**config.mk**
```make
export PLATFORM = sky130hd
export DESIGN_NAME = dma_submit_csr
export DESIGN_NICKNAME = d
export VERILOG_FILES = /design/src/rtl/dmasub_pkg.sv /design/src/rtl/dmasub_queue.sv /design/src/rtl/dmasub_idtrack.sv /design/src/rtl/dmasub_irq.sv /design/src/rtl/dma_submit_csr.sv
export SDC_FILE = /design/constraint.sdc
export NUM_CORES = 1
export LEC_CHECK = 0
export CORE_MARGIN = 4
export CORE_UTILIZATION = 31
export CTS_CLUSTER_SIZE = 12
export DETAILED_ROUTE_END_ITERATION = 10
export SLEW_MARGIN = 20
export SYNTH_ARGS = -nofsm -noshare
export SYNTH_HDL_FRONTEND = slang
export SYNTH_SLANG_ARGS = --single-unit
```
**constraint.sdc**
```tcl
create_clock -name clk -period 10 [get_ports clk]
set_input_delay 2 -clock clk [delete_from_list [all_inputs] [get_ports clk]]
set_output_delay 2 -clock clk [all_outputs]
set_load 0.1 [all_outputs]
```
**src/rtl/dmasub_pkg.sv**
```systemverilog
package dmasub_pkg;

    localparam int ID_W    = 5;
    localparam int NUM_IDS = 1 << ID_W;
    localparam int AW      = 32;
    localparam int LW      = 24;
    localparam int IRQ_W   = 2;

    localparam logic [11:0] OFS_IMASK   = 12'h080;
    localparam logic [11:0] OFS_IPEND   = 12'h084;
    localparam logic [11:0] OFS_ISRC    = 12'h088;
    localparam logic [11:0] OFS_CTRL    = 12'h400;
    localparam logic [11:0] OFS_NEXTID  = 12'h404;
    localparam logic [11:0] OFS_START   = 12'h408;
    localparam logic [11:0] OFS_FLAGS   = 12'h40C;
    localparam logic [11:0] OFS_DST     = 12'h410;
    localparam logic [11:0] OFS_SRC     = 12'h414;
    localparam logic [11:0] OFS_XLEN    = 12'h418;
    localparam logic [11:0] OFS_YLEN    = 12'h41C;
    localparam logic [11:0] OFS_DSTRIDE = 12'h420;
    localparam logic [11:0] OFS_SSTRIDE = 12'h424;
    localparam logic [11:0] OFS_DONE    = 12'h428;
    localparam logic [11:0] OFS_ACTID   = 12'h42C;
    localparam logic [11:0] OFS_STATUS  = 12'h430;
    localparam logic [11:0] OFS_CURSRC  = 12'h434;
    localparam logic [11:0] OFS_CURDST  = 12'h438;

    localparam int IRQ_SOT = 0;
    localparam int IRQ_EOT = 1;

    typedef struct packed {
        logic [ID_W-1:0] id;
        logic            cyc;
        logic [AW-1:0]   dst;
        logic [AW-1:0]   src;
        logic [LW-1:0]   xlen;
        logic [LW-1:0]   ylen;
        logic [LW-1:0]   dstr;
        logic [LW-1:0]   sstr;
    } xfer_desc_t;

    typedef struct packed {
        logic pause;
        logic en;
    } ctrl_t;

    function automatic logic [31:0] len_word(input logic [LW-1:0] v);
        return 32'(v);
    endfunction

endpackage

```
**src/rtl/dmasub_queue.sv**
```systemverilog
module dmasub_queue
    import dmasub_pkg::*;
#(
    parameter int DEPTH = 4,
    localparam int PTR_W = (DEPTH > 1) ? $clog2(DEPTH) : 1,
    localparam int CNT_W = $clog2(DEPTH + 1)
) (
    input  logic             clk,
    input  logic             rst,
    input  logic             push,
    input  xfer_desc_t       push_data,
    input  logic             advance,
    input  logic             flush,
    output xfer_desc_t       head,
    output logic [CNT_W-1:0] count,
    output logic             empty,
    output logic             full
);

    xfer_desc_t       slots [DEPTH];
    logic [PTR_W-1:0] rd_ptr;
    logic [PTR_W-1:0] wr_ptr;

    function automatic logic [PTR_W-1:0] bump(input logic [PTR_W-1:0] p);
        return (p == PTR_W'(DEPTH - 1)) ? '0 : p + 1'b1;
    endfunction

    always_ff @(posedge clk) begin
        if (push) begin
            slots[wr_ptr] <= push_data;
        end
    end

    always_ff @(posedge clk) begin
        if (rst || flush) begin
            rd_ptr <= '0;
            wr_ptr <= '0;
            count  <= '0;
        end else begin
            if (push) begin
                wr_ptr <= bump(wr_ptr);
            end
            if (advance) begin
                rd_ptr <= bump(rd_ptr);
            end
            unique case ({push, advance})
                2'b10:   count <= count + 1'b1;
                2'b01:   count <= count - 1'b1;
                default: count <= count;
            endcase
        end
    end

    assign head  = slots[rd_ptr];
    assign empty = (count == '0);
    assign full  = (count == CNT_W'(DEPTH));

endmodule

```
**src/rtl/dmasub_idtrack.sv**
```systemverilog
module dmasub_idtrack
    import dmasub_pkg::*;
(
    input  logic               clk,
    input  logic               rst,
    input  logic               alloc,
    input  logic               cpl_valid,
    input  logic [ID_W-1:0]    cpl_id,
    output logic [ID_W-1:0]    next_id,
    output logic [NUM_IDS-1:0] done_map
);

    logic [NUM_IDS-1:0] done_nxt;

    always_comb begin
        done_nxt = done_map;
        if (alloc) begin
            done_nxt[next_id] = 1'b0;
        end
        if (cpl_valid) begin
            done_nxt[cpl_id] = 1'b1;
        end
    end

    always_ff @(posedge clk) begin
        if (rst) begin
            next_id  <= '0;
            done_map <= '0;
        end else begin
            done_map <= done_nxt;
            if (alloc) begin
                next_id <= next_id + 1'b1;
            end
        end
    end

endmodule

```
**src/rtl/dmasub_irq.sv**
```systemverilog
module dmasub_irq
    import dmasub_pkg::*;
(
    input  logic             clk,
    input  logic             rst,
    input  logic             ev_sot,
    input  logic             ev_eot,
    input  logic             wr_pend,
    input  logic             wr_mask,
    input  logic [IRQ_W-1:0] wbits,
    output logic [IRQ_W-1:0] pend,
    output logic [IRQ_W-1:0] mask,
    output logic [IRQ_W-1:0] active,
    output logic             irq
);

    logic [IRQ_W-1:0] pend_nxt;
    logic [IRQ_W-1:0] events;

    assign events = {ev_eot, ev_sot};

    always_comb begin
        pend_nxt = pend;
        if (wr_pend) begin
            pend_nxt = pend_nxt & ~wbits;
        end
        pend_nxt = pend_nxt | events;
    end

    always_ff @(posedge clk) begin
        if (rst) begin
            pend <= '0;
            mask <= '1;
        end else begin
            pend <= pend_nxt;
            if (wr_mask) begin
                mask <= wbits;
            end
        end
    end

    assign active = pend & ~mask;
    assign irq    = |active;

endmodule

```
**src/rtl/dma_submit_csr.sv**
```systemverilog
module dma_submit_csr
    import dmasub_pkg::*;
#(
    parameter int DEPTH = 4
) (
    input  logic            clk,
    input  logic            rst,
    input  logic [11:0]     csr_addr,
    input  logic            csr_wen,
    input  logic [31:0]     csr_wdata,
    output logic [31:0]     csr_rdata,
    output logic            desc_valid,
    input  logic            desc_ready,
    output logic [ID_W-1:0] desc_id,
    output logic            desc_cyclic,
    output logic [AW-1:0]   desc_dst,
    output logic [AW-1:0]   desc_src,
    output logic [LW-1:0]   desc_xlen,
    output logic [LW-1:0]   desc_ylen,
    output logic [LW-1:0]   desc_dstride,
    output logic [LW-1:0]   desc_sstride,
    input  logic            cpl_valid,
    input  logic [ID_W-1:0] cpl_id,
    output logic            irq
);

    localparam int CNT_W = $clog2(DEPTH + 1);

    ctrl_t              ctrl;
    xfer_desc_t         stage;
    xfer_desc_t         head;
    logic [CNT_W-1:0]   q_count;
    logic               q_empty;
    logic               q_full;
    logic [ID_W-1:0]    next_id;
    logic [NUM_IDS-1:0] done_map;
    logic [IRQ_W-1:0]   pend;
    logic [IRQ_W-1:0]   mask;
    logic [IRQ_W-1:0]   irq_active;
    logic [ID_W-1:0]    act_id;
    logic [AW-1:0]      cur_src;
    logic [AW-1:0]      cur_dst;

    logic wr_ctrl, wr_start, wr_pend, wr_mask;
    logic push, handshake, advance, flush;

    assign wr_ctrl  = csr_wen && (csr_addr == OFS_CTRL);
    assign wr_start = csr_wen && (csr_addr == OFS_START) && csr_wdata[0];
    assign wr_pend  = csr_wen && (csr_addr == OFS_IPEND);
    assign wr_mask  = csr_wen && (csr_addr == OFS_IMASK);

    assign push      = wr_start && ctrl.en && !q_full;
    assign flush     = wr_ctrl && !csr_wdata[0];
    assign desc_valid = !q_empty && ctrl.en && !ctrl.pause;
    assign handshake = desc_valid && desc_ready;
    assign advance   = handshake && !head.cyc;

    // Staging and control registers
    always_ff @(posedge clk) begin
        if (rst) begin
            ctrl  <= '0;
            stage <= '0;
        end else if (csr_wen) begin
            unique case (csr_addr)
                OFS_CTRL:    ctrl       <= ctrl_t'(csr_wdata[1:0]);
                OFS_FLAGS:   stage.cyc  <= csr_wdata[0];
                OFS_DST:     stage.dst  <= csr_wdata[AW-1:0];
                OFS_SRC:     stage.src  <= csr_wdata[AW-1:0];
                OFS_XLEN:    stage.xlen <= csr_wdata[LW-1:0];
                OFS_YLEN:    stage.ylen <= csr_wdata[LW-1:0];
                OFS_DSTRIDE: stage.dstr <= csr_wdata[LW-1:0];
                OFS_SSTRIDE: stage.sstr <= csr_wdata[LW-1:0];
                default:     ;
            endcase
        end
    end

    // Record of the descriptor most recently handed out
    always_ff @(posedge clk) begin
        if (rst) begin
            act_id  <= '0;
            cur_src <= '0;
            cur_dst <= '0;
        end else if (handshake) begin
            act_id  <= head.id;
            cur_src <= head.src;
            cur_dst <= head.dst;
        end
    end

    xfer_desc_t push_data;
    always_comb begin
        push_data    = stage;
        push_data.id = next_id;
    end

    dmasub_queue #(.DEPTH(DEPTH)) u_queue (
        .clk       (clk),
        .rst       (rst),
        .push      (push),
        .push_data (push_data),
        .advance   (advance),
        .flush     (flush),
        .head      (head),
        .count     (q_count),
        .empty     (q_empty),
        .full      (q_full)
    );

    dmasub_idtrack u_ids (
        .clk       (clk),
        .rst       (rst),
        .alloc     (push),
        .cpl_valid (cpl_valid),
        .cpl_id    (cpl_id),
        .next_id   (next_id),
        .done_map  (done_map)
    );

    dmasub_irq u_irq (
        .clk     (clk),
        .rst     (rst),
        .ev_sot  (handshake),
        .ev_eot  (cpl_valid),
        .wr_pend (wr_pend),
        .wr_mask (wr_mask),
        .wbits   (csr_wdata[IRQ_W-1:0]),
        .pend    (pend),
        .mask    (mask),
        .active  (irq_active),
        .irq     (irq)
    );

    assign desc_id      = head.id;
    assign desc_cyclic  = head.cyc;
    assign desc_dst     = head.dst;
    assign desc_src     = head.src;
    assign desc_xlen    = head.xlen;
    assign desc_ylen    = head.ylen;
    assign desc_dstride = head.dstr;
    assign desc_sstride = head.sstr;

    // Combinational read path
    always_comb begin
        unique case (csr_addr)
            OFS_IMASK:   csr_rdata = 32'(mask);
            OFS_IPEND:   csr_rdata = 32'(pend);
            OFS_ISRC:    csr_rdata = 32'(irq_active);
            OFS_CTRL:    csr_rdata = 32'(ctrl);
            OFS_NEXTID:  csr_rdata = 32'(next_id);
            OFS_START:   csr_rdata = 32'(q_full);
            OFS_FLAGS:   csr_rdata = 32'(stage.cyc);
            OFS_DST:     csr_rdata = 32'(stage.dst);
            OFS_SRC:     csr_rdata = 32'(stage.src);
            OFS_XLEN:    csr_rdata = len_word(stage.xlen);
            OFS_YLEN:    csr_rdata = len_word(stage.ylen);
            OFS_DSTRIDE: csr_rdata = len_word(stage.dstr);
            OFS_SSTRIDE: csr_rdata = len_word(stage.sstr);
            OFS_DONE:    csr_rdata = 32'(done_map);
            OFS_ACTID:   csr_rdata = 32'(act_id);
            OFS_STATUS:  csr_rdata = 32'({q_count, 6'b0, q_full, !q_empty});
            OFS_CURSRC:  csr_rdata = 32'(cur_src);
            OFS_CURDST:  csr_rdata = 32'(cur_dst);
            default:     csr_rdata = 32'h0;
        endcase
    end

endmodule

```
==> results of run 1 <==
==> power breakdown <==
part / switching [mW] / leakage (nW) / internal (mW)
clock: 1.55 / 1.52 / 2.00
combinational: 0.0697 / 3.80 / 0.0332
sequential: 0.00242 / 8.43 / 4.14
==> worst max-delay path by stage <==
| stage | from | endpoint | slack [ns] | cells past startpoint |
|---|---|---|---|---|
| floorplan | csr_addr[1] | u_queue.slots[0][0] | 2.34 | 4 |
| global placement | csr_addr[5] | csr_rdata[1] | 1.88 | 6 |
| detailed placement | csr_addr[5] | csr_rdata[1] | 1.86 | 6 |
| CTS | csr_addr[5] | csr_rdata[1] | 1.86 | 6 |
| global route | csr_addr[5] | csr_rdata[1] | 1.74 | 6 |
| finish | csr_addr[5] | csr_rdata[1] | 1.77 | 6 |
==> layout by cell type (no fill, tap or decap), types with 5 or more instances in the layout <==
master	netlist	routed
sky130_fd_sc_hd__a21oi_1	249	249
sky130_fd_sc_hd__a222oi_1	28	28
sky130_fd_sc_hd__a22o_1	34	34
sky130_fd_sc_hd__a22oi_1	57	57
sky130_fd_sc_hd__a31oi_1	26	26
sky130_fd_sc_hd__and3_1	14	10
sky130_fd_sc_hd__buf_12	0	5
sky130_fd_sc_hd__buf_4	4	72
sky130_fd_sc_hd__clkbuf_1	109	46
sky130_fd_sc_hd__clkbuf_16	0	101
sky130_fd_sc_hd__clkbuf_8	0	10
sky130_fd_sc_hd__clkdlybuf4s50_1	0	218
sky130_fd_sc_hd__clkinv_2	0	12
sky130_fd_sc_hd__dfxtp_1	282	280
sky130_fd_sc_hd__diode_2	0	7
sky130_fd_sc_hd__edfxtp_1	664	664
sky130_fd_sc_hd__ha_1	10	10
sky130_fd_sc_hd__inv_1	14	14
sky130_fd_sc_hd__mux2_2	9	9
sky130_fd_sc_hd__mux2i_1	13	13
sky130_fd_sc_hd__mux4_2	166	166
sky130_fd_sc_hd__nand2_1	510	510
sky130_fd_sc_hd__nand3_1	22	22
sky130_fd_sc_hd__nand4_1	6	6
sky130_fd_sc_hd__nor2_1	39	38
sky130_fd_sc_hd__nor3_1	8	8
sky130_fd_sc_hd__nor3b_1	8	8
sky130_fd_sc_hd__nor4b_2	2	5
sky130_fd_sc_hd__o21ai_0	25	25
sky130_fd_sc_hd__o22ai_1	9	9
sky130_fd_sc_hd__xnor2_1	5	5
==> worst min-delay path, delay by kind of cell, from the launching register on <==
| kind | cells | cell delay (ns) |
|---|---|---|
| DFF | 1 | 0.31 |
| AOI/OAI and AO/OA | 1 | 0.05 |
| and+or+nand+nor | 1 | 0.05 |
==> flip-flops by register name (all words and copies together) (netlist names), named ones only <==
| signal | count |
|---|---|
| u_ids.done_map | 32 |
| cur_src | 32 |
| u_queue.count | 3 |
| u_ids.next_id | 5 |
| act_id | 5 |
| u_queue.rd_ptr | 2 |
| cur_dst | 32 |
| u_queue.wr_ptr | 2 |
| u_queue.slots | 664 |
| ctrl | 2 |
| u_irq.mask | 2 |
| u_irq.pend | 2 |
| push_data | 161 |
==> cell families after synthesis <==
| kind of cell | share of synthesized area [%] |
|---|---|
| flops | 70.6 |
| simple gates | 7.95 |
| compound gates | 7.78 |
| mux | 10.9 |
| buf+inv | 2.19 |
| fa+ha+maj | 0.400 |
| xor+xnor | 0.169 |
==> layer usage <==
| metal | global-route usage, % | up-vias |
|---|---|---|
| met5 | 0 | - |
| met4 | 4.98 | 12 |
| met3 | 3.96 | 180 |
| met2 | 27.8 | 1102 |
| met1 | 25.3 | 11600 |
| li1 | - | 9839 |
==> synth_stat cells, types with 6 or more instances <==
| library cell | count |
|---|---|
| sky130_fd_sc_hd__dfxtp_1 | 282 |
| sky130_fd_sc_hd__nand3_1 | 22 |
| sky130_fd_sc_hd__mux4_2 | 166 |
| sky130_fd_sc_hd__and3_1 | 14 |
| sky130_fd_sc_hd__o21ai_0 | 25 |
| sky130_fd_sc_hd__mux2_2 | 9 |
| sky130_fd_sc_hd__inv_1 | 14 |
| sky130_fd_sc_hd__clkbuf_1 | 109 |
| sky130_fd_sc_hd__ha_1 | 10 |
| sky130_fd_sc_hd__nor3b_1 | 8 |
| sky130_fd_sc_hd__a21oi_1 | 249 |
| sky130_fd_sc_hd__a31oi_1 | 26 |
| sky130_fd_sc_hd__nor2_1 | 39 |
| sky130_fd_sc_hd__edfxtp_1 | 664 |
| sky130_fd_sc_hd__a22oi_1 | 57 |
| sky130_fd_sc_hd__buf_2 | 41 |
| sky130_fd_sc_hd__o22ai_1 | 9 |
| sky130_fd_sc_hd__a222oi_1 | 28 |
| sky130_fd_sc_hd__a22o_1 | 34 |
| sky130_fd_sc_hd__nand2_1 | 510 |
| sky130_fd_sc_hd__buf_1 | 14 |
| sky130_fd_sc_hd__nand4_1 | 6 |
| sky130_fd_sc_hd__nor3_1 | 8 |
| sky130_fd_sc_hd__mux2i_1 | 13 |
==> metrics by stage <==
step           util [%]  hold slack, ns  setup WS, ns  cells  power [mW]
6_report           37.5           0.454          1.77   4298        7.79
2_1_floorplan         -           0.432          2.34   2454        4.27
3_3_place_gp       34.7           0.440          1.88   4104        4.32
3_5_place_dp       34.7           0.443          1.86   4104        4.33
4_1_cts            37.5           0.453          1.86   4291        7.85
5_1_grt            37.4           0.476          1.74   4294        8.01
==> layout make-up <==
type	count	area share (%)
Antenna cell	7	0.0402
Clock buffer	160	6.56
Clock inverter	27	0.650
Inverter	14	0.121
Multi-Input combinational cell	1322	22.9
Sequential cell	946	58.8
Tap cell	1524	4.38
Timing Repair Buffer	298	6.54
==> results.txt, run 1 <==
The initial antenna violation count came to 16. In this design, the largest share of critical-path delay is due to buffers and inverters. Between clock sinks in the finished design, the worst skew comes to 0.0624 ns. The first detailed-routing pass ran for 8 iterations.

Traced cell by cell, the critical path runs through clkdlybuf4s50_1, or4b_2, nor3_1, a22oi_1, o221ai_1, clkdlybuf4s50_1. Measured against its own limit, the worst slew margin works out to 20.7%. STA puts the critical path data required time at around 8.0 ns.

The number of synthesized flops with an enable pin came out at 664. The worst-case clock buffer depth came out at 3. The number of warning messages in the yosys log came out at 0. The count of max-cap constraint violations came out at 0. sky130_fd_sc_hd__edfxtp_1 takes more of the synthesized area than any other cell. The detailed router put a total of ~47 mm of wire on met1. The area taken by flip-flops and latches is 25600 um^2. The data arrival at the endpoint of the critical path came out at 6.23 ns.

The number of input and output port buffers inserted is 253. The number of standard-cell rows in the floorplan came out at between 100 and 150. The die outline height is 350 um.

The worst-case reg-to-reg path depth came out at 10. After synthesis, the cell types taking the most area are sky130_fd_sc_hd__edfxtp_1, sky130_fd_sc_hd__dfxtp_1, sky130_fd_sc_hd__mux4_2. The worst setup path is captured at a primary output. The summed instance area of the synthesized netlist came out at between 30000 and 40000 um^2. During I/O placement, the number of pins put on the boundary was 254. The standard cell core area is 116000 um^2.

The area growth from synthesis to layout is 20.0%. The remaining design rule violation count came out at 0. The summed area of non-filler cells in the final layout is 43500 um^2. After detailed routing, the met2 layer carries 51.9 mm of wire. The total routing resource utilization after global routing came out at approximately 18%. The slowest stage of the critical path belongs to the cell sky130_fd_sc_hd__clkdlybuf4s50_1.

The top-area cell type share of the netlist area came out at 55.0%. The minimum clock period after layout is 8.23 ns. The initial DRC count is 2811. The path with the worst hold slack has its endpoint at cur_dst[16]. After detailed routing, no signal wire sits above met5. The transition time of the tightest slew-check pin is 1.19 ns. Across all layers, the routed design uses 22700 vias. For this run, the register share of the synthesized area comes to 70.6%. The synthesized netlist contains 63 unique library cells.

The max-slew violation count came to 0. The number of instances on the worst hold path is 2. The worst hold path belongs to the class register to register.

VDD sags by at most 0.145 mV. The floorplan step set the die width to 350 um. The effective utilization at floorplan is 31.2%. The clock sink count is between 900 and 1000.

Cells with a size suffix above 1 make up between 10% and 20% of the layout. Setup repair after global routing left no endpoint under its margin. The clock latency at the later pin of the worst-skew pair came out at 0.69 ns. The routed length per placed instance is 26.2 um. Summed over all layers, the global routing overflow is 0.

For this run, the top clock speed supported by timing is 0.122 GHz. The area of the die came out at about 120000 um^2. Summed over all failing endpoints, the final setup total negative slack is 0 ns.

The run finished with clean final reports. The average footprint of a synthesized cell came out at 14.8 um^2. Wire segments on met3 add up to between 10 and 15 mm in the final route. The setup slack of the most critical reg-to-reg path is ~6.6 ns. The global-route wire length before repair came out at 159 mm. In the synthesized netlist the dominant register cell turns out to be sky130_fd_sc_hd__edfxtp_1.

The clock-pin transition on the worst setup and hold timing paths came out at 0.06 ns. The number of buffer and inverter stages on the critical path came out at 2. The number of setup buffers added after CTS is 0. In the final layout, the multi-input gates occupy 9970 um^2. The number of global-route vias before repair came out at 21800.

The worst register-to-register path ends at u_queue.count[2]. The HPWL after detailed placement is roughly 75 mm. The gate count after technology mapping came out at 2454. The count of hold buffers inserted by post-cts repair is 0. TritonCTS built the clock tree. The mean number of vias per cell is 5.28. The number of buffers created by CTS came out at 99.

The flip-flop and latch count after synthesis is roughly 950. In this run the remaining antenna-violating nets after routing total 0. The final period utilization is 82.3%. The worst min-delay path startpoint is cur_dst[16].

Entering global routing, the biggest net connects approximately 120 pins. The number of H-tree levels came out at 3. The biggest fanout along the worst timing path is 16.

The routed wire length came out at 113 mm. The fill cell instance count of the final layout came out at between 10000 and 15000. In this run the power density over the cells is 179 nW/um^2. The net count of the mapped netlist is between 2000 and 3000. The root buffer cell chosen for the clock tree is sky130_fd_sc_hd__clkbuf_16. The worst setup path is launched from an input pin. Setup violations remaining at the end of the flow were counted as 0. The net count of the finished layout came out at 2746. The number of instances resized during post-cts repair came out at 0. The count of final hold-check violations came out at 0. The largest single stage delay on the critical path is 1.26 ns. The static leakage is ~14 nW. The critical path in this run is classified as input pin to primary output. The most prevalent standard cell on the critical path is sky130_fd_sc_hd__clkdlybuf4s50_1. The placer's final routability congestion estimate came out at approximately 0.9. The standard cell area after detailed placement is 40400 um^2.

The proportion of synthesized flip-flops having asynchronous set or reset came out at 0%.
(Power assumes the default switching activity.)
==> run 2, diff against run 1 <==
==> constraint.sdc (replaced) <==
create_clock -name clk -period 7.3 [get_ports clk]
set_input_delay 1.46 -clock clk [delete_from_list [all_inputs] [get_ports clk]]
set_output_delay 1.46 -clock clk [all_outputs]
set_load 0.1 [all_outputs]
==> run 2 against run 1 <==
Against the previous run:
- wire length increased by 0.58%
- die area stayed put
- highest routed layer unchanged
- clock power increased by 35%
- worst hold slack improved by 0.0059 ns
- critical path depth up 3
- combinational power rose by 39%
==> results.txt, run 2 (synthesis gave the netlist of run 1 again) <==
The run finished with clean final reports. The routed length per placed instance is 26.3 um (+0.37%). The global-route wire length before repair is 161 mm (+0.69%).

The static leakage is 13.9 nW (+1.1%). The data arrival at the endpoint of the critical path is 4.91 ns (-1.32 ns). The clock latency at the later pin of the worst-skew pair is 0.66 ns (-0.03 ns). The worst slack at placement came out at 1.02 ns (-0.842 ns). The iteration count of the initial detailed-routing pass came to 11 (+3).

The busiest metal layer after global routing is met2. The final setup TNS came out at 0 ns (unchanged). The number of instances resized during post-cts repair is 0 (unchanged). The setup path with the least slack is of type input pin to primary output. The delay of the slowest cell on the worst path came out at 0.81 ns (-0.45 ns). STA classifies the critical path startpoint as an input pin. The non-filler instance count after layout is 4307 (+0.21%). The total power divided by cell area came out at 241 nW/um^2 (+35%). The count of buffers added by post-CTS timing repair for setup is 0 (unchanged). The total routing resource utilization after global routing came out at 18.1% (+0.18 points). The remaining design rule violation count was 0 (unchanged). The detailed-route via count is 22800 (+0.33%). The library cell used most frequently in the layout, excluding fill and tap cells, is sky130_fd_sc_hd__edfxtp_1. The initial antenna violation count is 18 (+2). In the layout the commonest cells are sky130_fd_sc_hd__edfxtp_1, sky130_fd_sc_hd__nand2_1, sky130_fd_sc_hd__dfxtp_1.

TritonCTS built the clock tree. Counting stages on the worst path, the most repeated cell is sky130_fd_sc_hd__buf_4. The count of final hold-check violations came to 0 (unchanged). The routed design could run at a clock period as short as 6.37 ns.

The critical path goes through clkdlybuf4s50_1, nor4b_2, buf_4, nand2_1, nor2_2, buf_4, a22oi_1, nand3_1, buf_12. The clock-pin transition on the worst setup and hold timing paths came out at 0.06 ns (about the same). The total setup violations reported at the end of the flow is 0 (unchanged). The routed wire length was 113 mm (+0.58%). The worst clock skew is 0.0148 ns (-0.0476 ns). The number of standard-cell rows in the floorplan is 125 (unchanged).

After layout, the worst path uses roughly 87% of the clock period. The master of the slowest instance on the critical path is sky130_fd_sc_hd__nor2_2. The register containing the most flip-flops in the final layout is u_queue.slots.

The count of max-cap constraint violations came to 0 (unchanged). The standard cell core area is 116000 um^2 (unchanged). The residual antenna-violating net count after detailed routing came out at 0 (unchanged).

The met1 track utilization from global routing is 25.3% (about the same). The pin count of the biggest net entering global routing came out at 113 (-7.4%). The die outline height came out at 350 um (unchanged). The count of boundary I/O pins is 254 (unchanged). The placer's final routability congestion estimate is 0.941 (+2.3%). The final-layout worst hold slack is 0.459 ns (+0.00585 ns). The transition time of the tightest slew-check pin came out at 1.12 ns (-0.0668 ns).

The clock sink count is 946 (unchanged). STA classifies the critical path endpoint as a primary output. The global-route met2 utilization came out at 28.3% (+0.45 points). The core occupancy in the finished layout is 37.9% (+0.44 points). The max-slew headroom at the worst pin is 25.2% (+4.5 points). The global-route track usage on met3 came out at 4.19% (+0.23 points). The max-slew violation count came out at 0 (unchanged). The summed area of non-filler cells in the final layout is 44000 um^2 (+1.2%). The area of the die came to 123000 um^2 (unchanged). The data required time at the worst endpoint is 5.84 ns (-2.16 ns). The path type of the worst min-delay path is register to register. The number of H-tree levels was 3 (unchanged). The area overhead of the layout relative to synthesis came out at 21.5%. The number of input and output port buffers inserted is 253 (unchanged).

Setup repair after global routing left no endpoint under its margin. The sum of internal, switching and leakage power is 10.6 mW (+36%). The worst-case clock buffer depth is 3 (unchanged). The initial DRC count is 2862 (+1.8%). The number of global-route vias before repair is 21600 (-0.77%). The fill cell instance count of the final layout is 10900 (-0.33%). The number of buffers created by CTS came out at 99 (unchanged).

The mean number of vias per cell was 5.29 (+0.12%). The proportion of layout cells with a drive suffix above 1 came out at 15.5% (+0.21 points). The net count of the finished layout is 2757 (+0.40%).

The maximum resistive drop on vdd is 0.195 mV (+35%). The effective utilization at floorplan is 31.2% (unchanged). The number of placed instances with taps included came out at 4115 (+0.27%). The residual overflow from global routing came to 0 (unchanged). The worst setup slack after layout is 0.926 ns (-0.848 ns). The biggest fanout along the worst timing path came out at 16 (unchanged). The cell chosen for the clock root is sky130_fd_sc_hd__clkbuf_16. The width of the chip is 350 um (unchanged). The standard cell area after detailed placement came out at 40900 um^2 (+1.3%). The timing-limited maximum frequency is 0.157 GHz. The count of hold buffers inserted by post-cts repair came out at 0 (unchanged). The flip-flop count of the largest register, all copies and words added came out at 664 (unchanged).

The HPWL after detailed placement came to 77.7 mm (+4.0%).
## run 2: cell types whose count changed in the layout (fill, tap and decap cells not counted), sizes merged
cell | previous run | this run
inv | 19 | 18
clkbuf | 160 | 159
clkinvlp | 2 | 1
bufinv | 1 | 2
diode | 7 | 8
buf | 80 | 91
clkinv | 19 | 18
## run 2: worst paths after layout
kind / slack [ns] / cells after the start / start / end
min: 0.46 / 2 / cur_src[27] / cur_src[27]
max reg2reg: 3.95 / 10 / register / u_queue.count[2]
min reg2reg: 0.46 / 2 / cur_src[27] / cur_src[27]
max: 0.93 / 9 / csr_addr[3] / csr_rdata[8]
## run 2: worst max-delay path, delay by kind of cell
family	cells	cell delay, ns
buffers and inverters	4	1.63
AO/OA/AOI/OAI	1	0.12
AND/OR/NAND/NOR	4	1.70
## run 2: per-layer routing
layer | up-vias | wire, um
met2 | 1061 | 52400
li1 | 9879 | -
met4 | 12 | 2700
met5 | - | 90
met3 | 141 | 11000
met1 | 11700 | 47000
## run 2: area by class of cell
cell class	count	area, um^2	share of cell area [%]
multi-input cells	1322	9990	22.7
flip-flops and latches	946	25600	58.1
well taps	1524	1910	4.33
clock inverters	25	186	0.423
inverters	14	52.6	0.119
repair buffers	309	3390	7.70
clock buffers	159	2900	6.58
diodes	8	20.0	0.0455
## run 2: where the power goes
part	total, mW	switching (mW)	internal (mW)
combinational	0.143	0.0964	0.0464
sequential	5.67	0.00376	5.67
clock	4.80	2.02	2.78
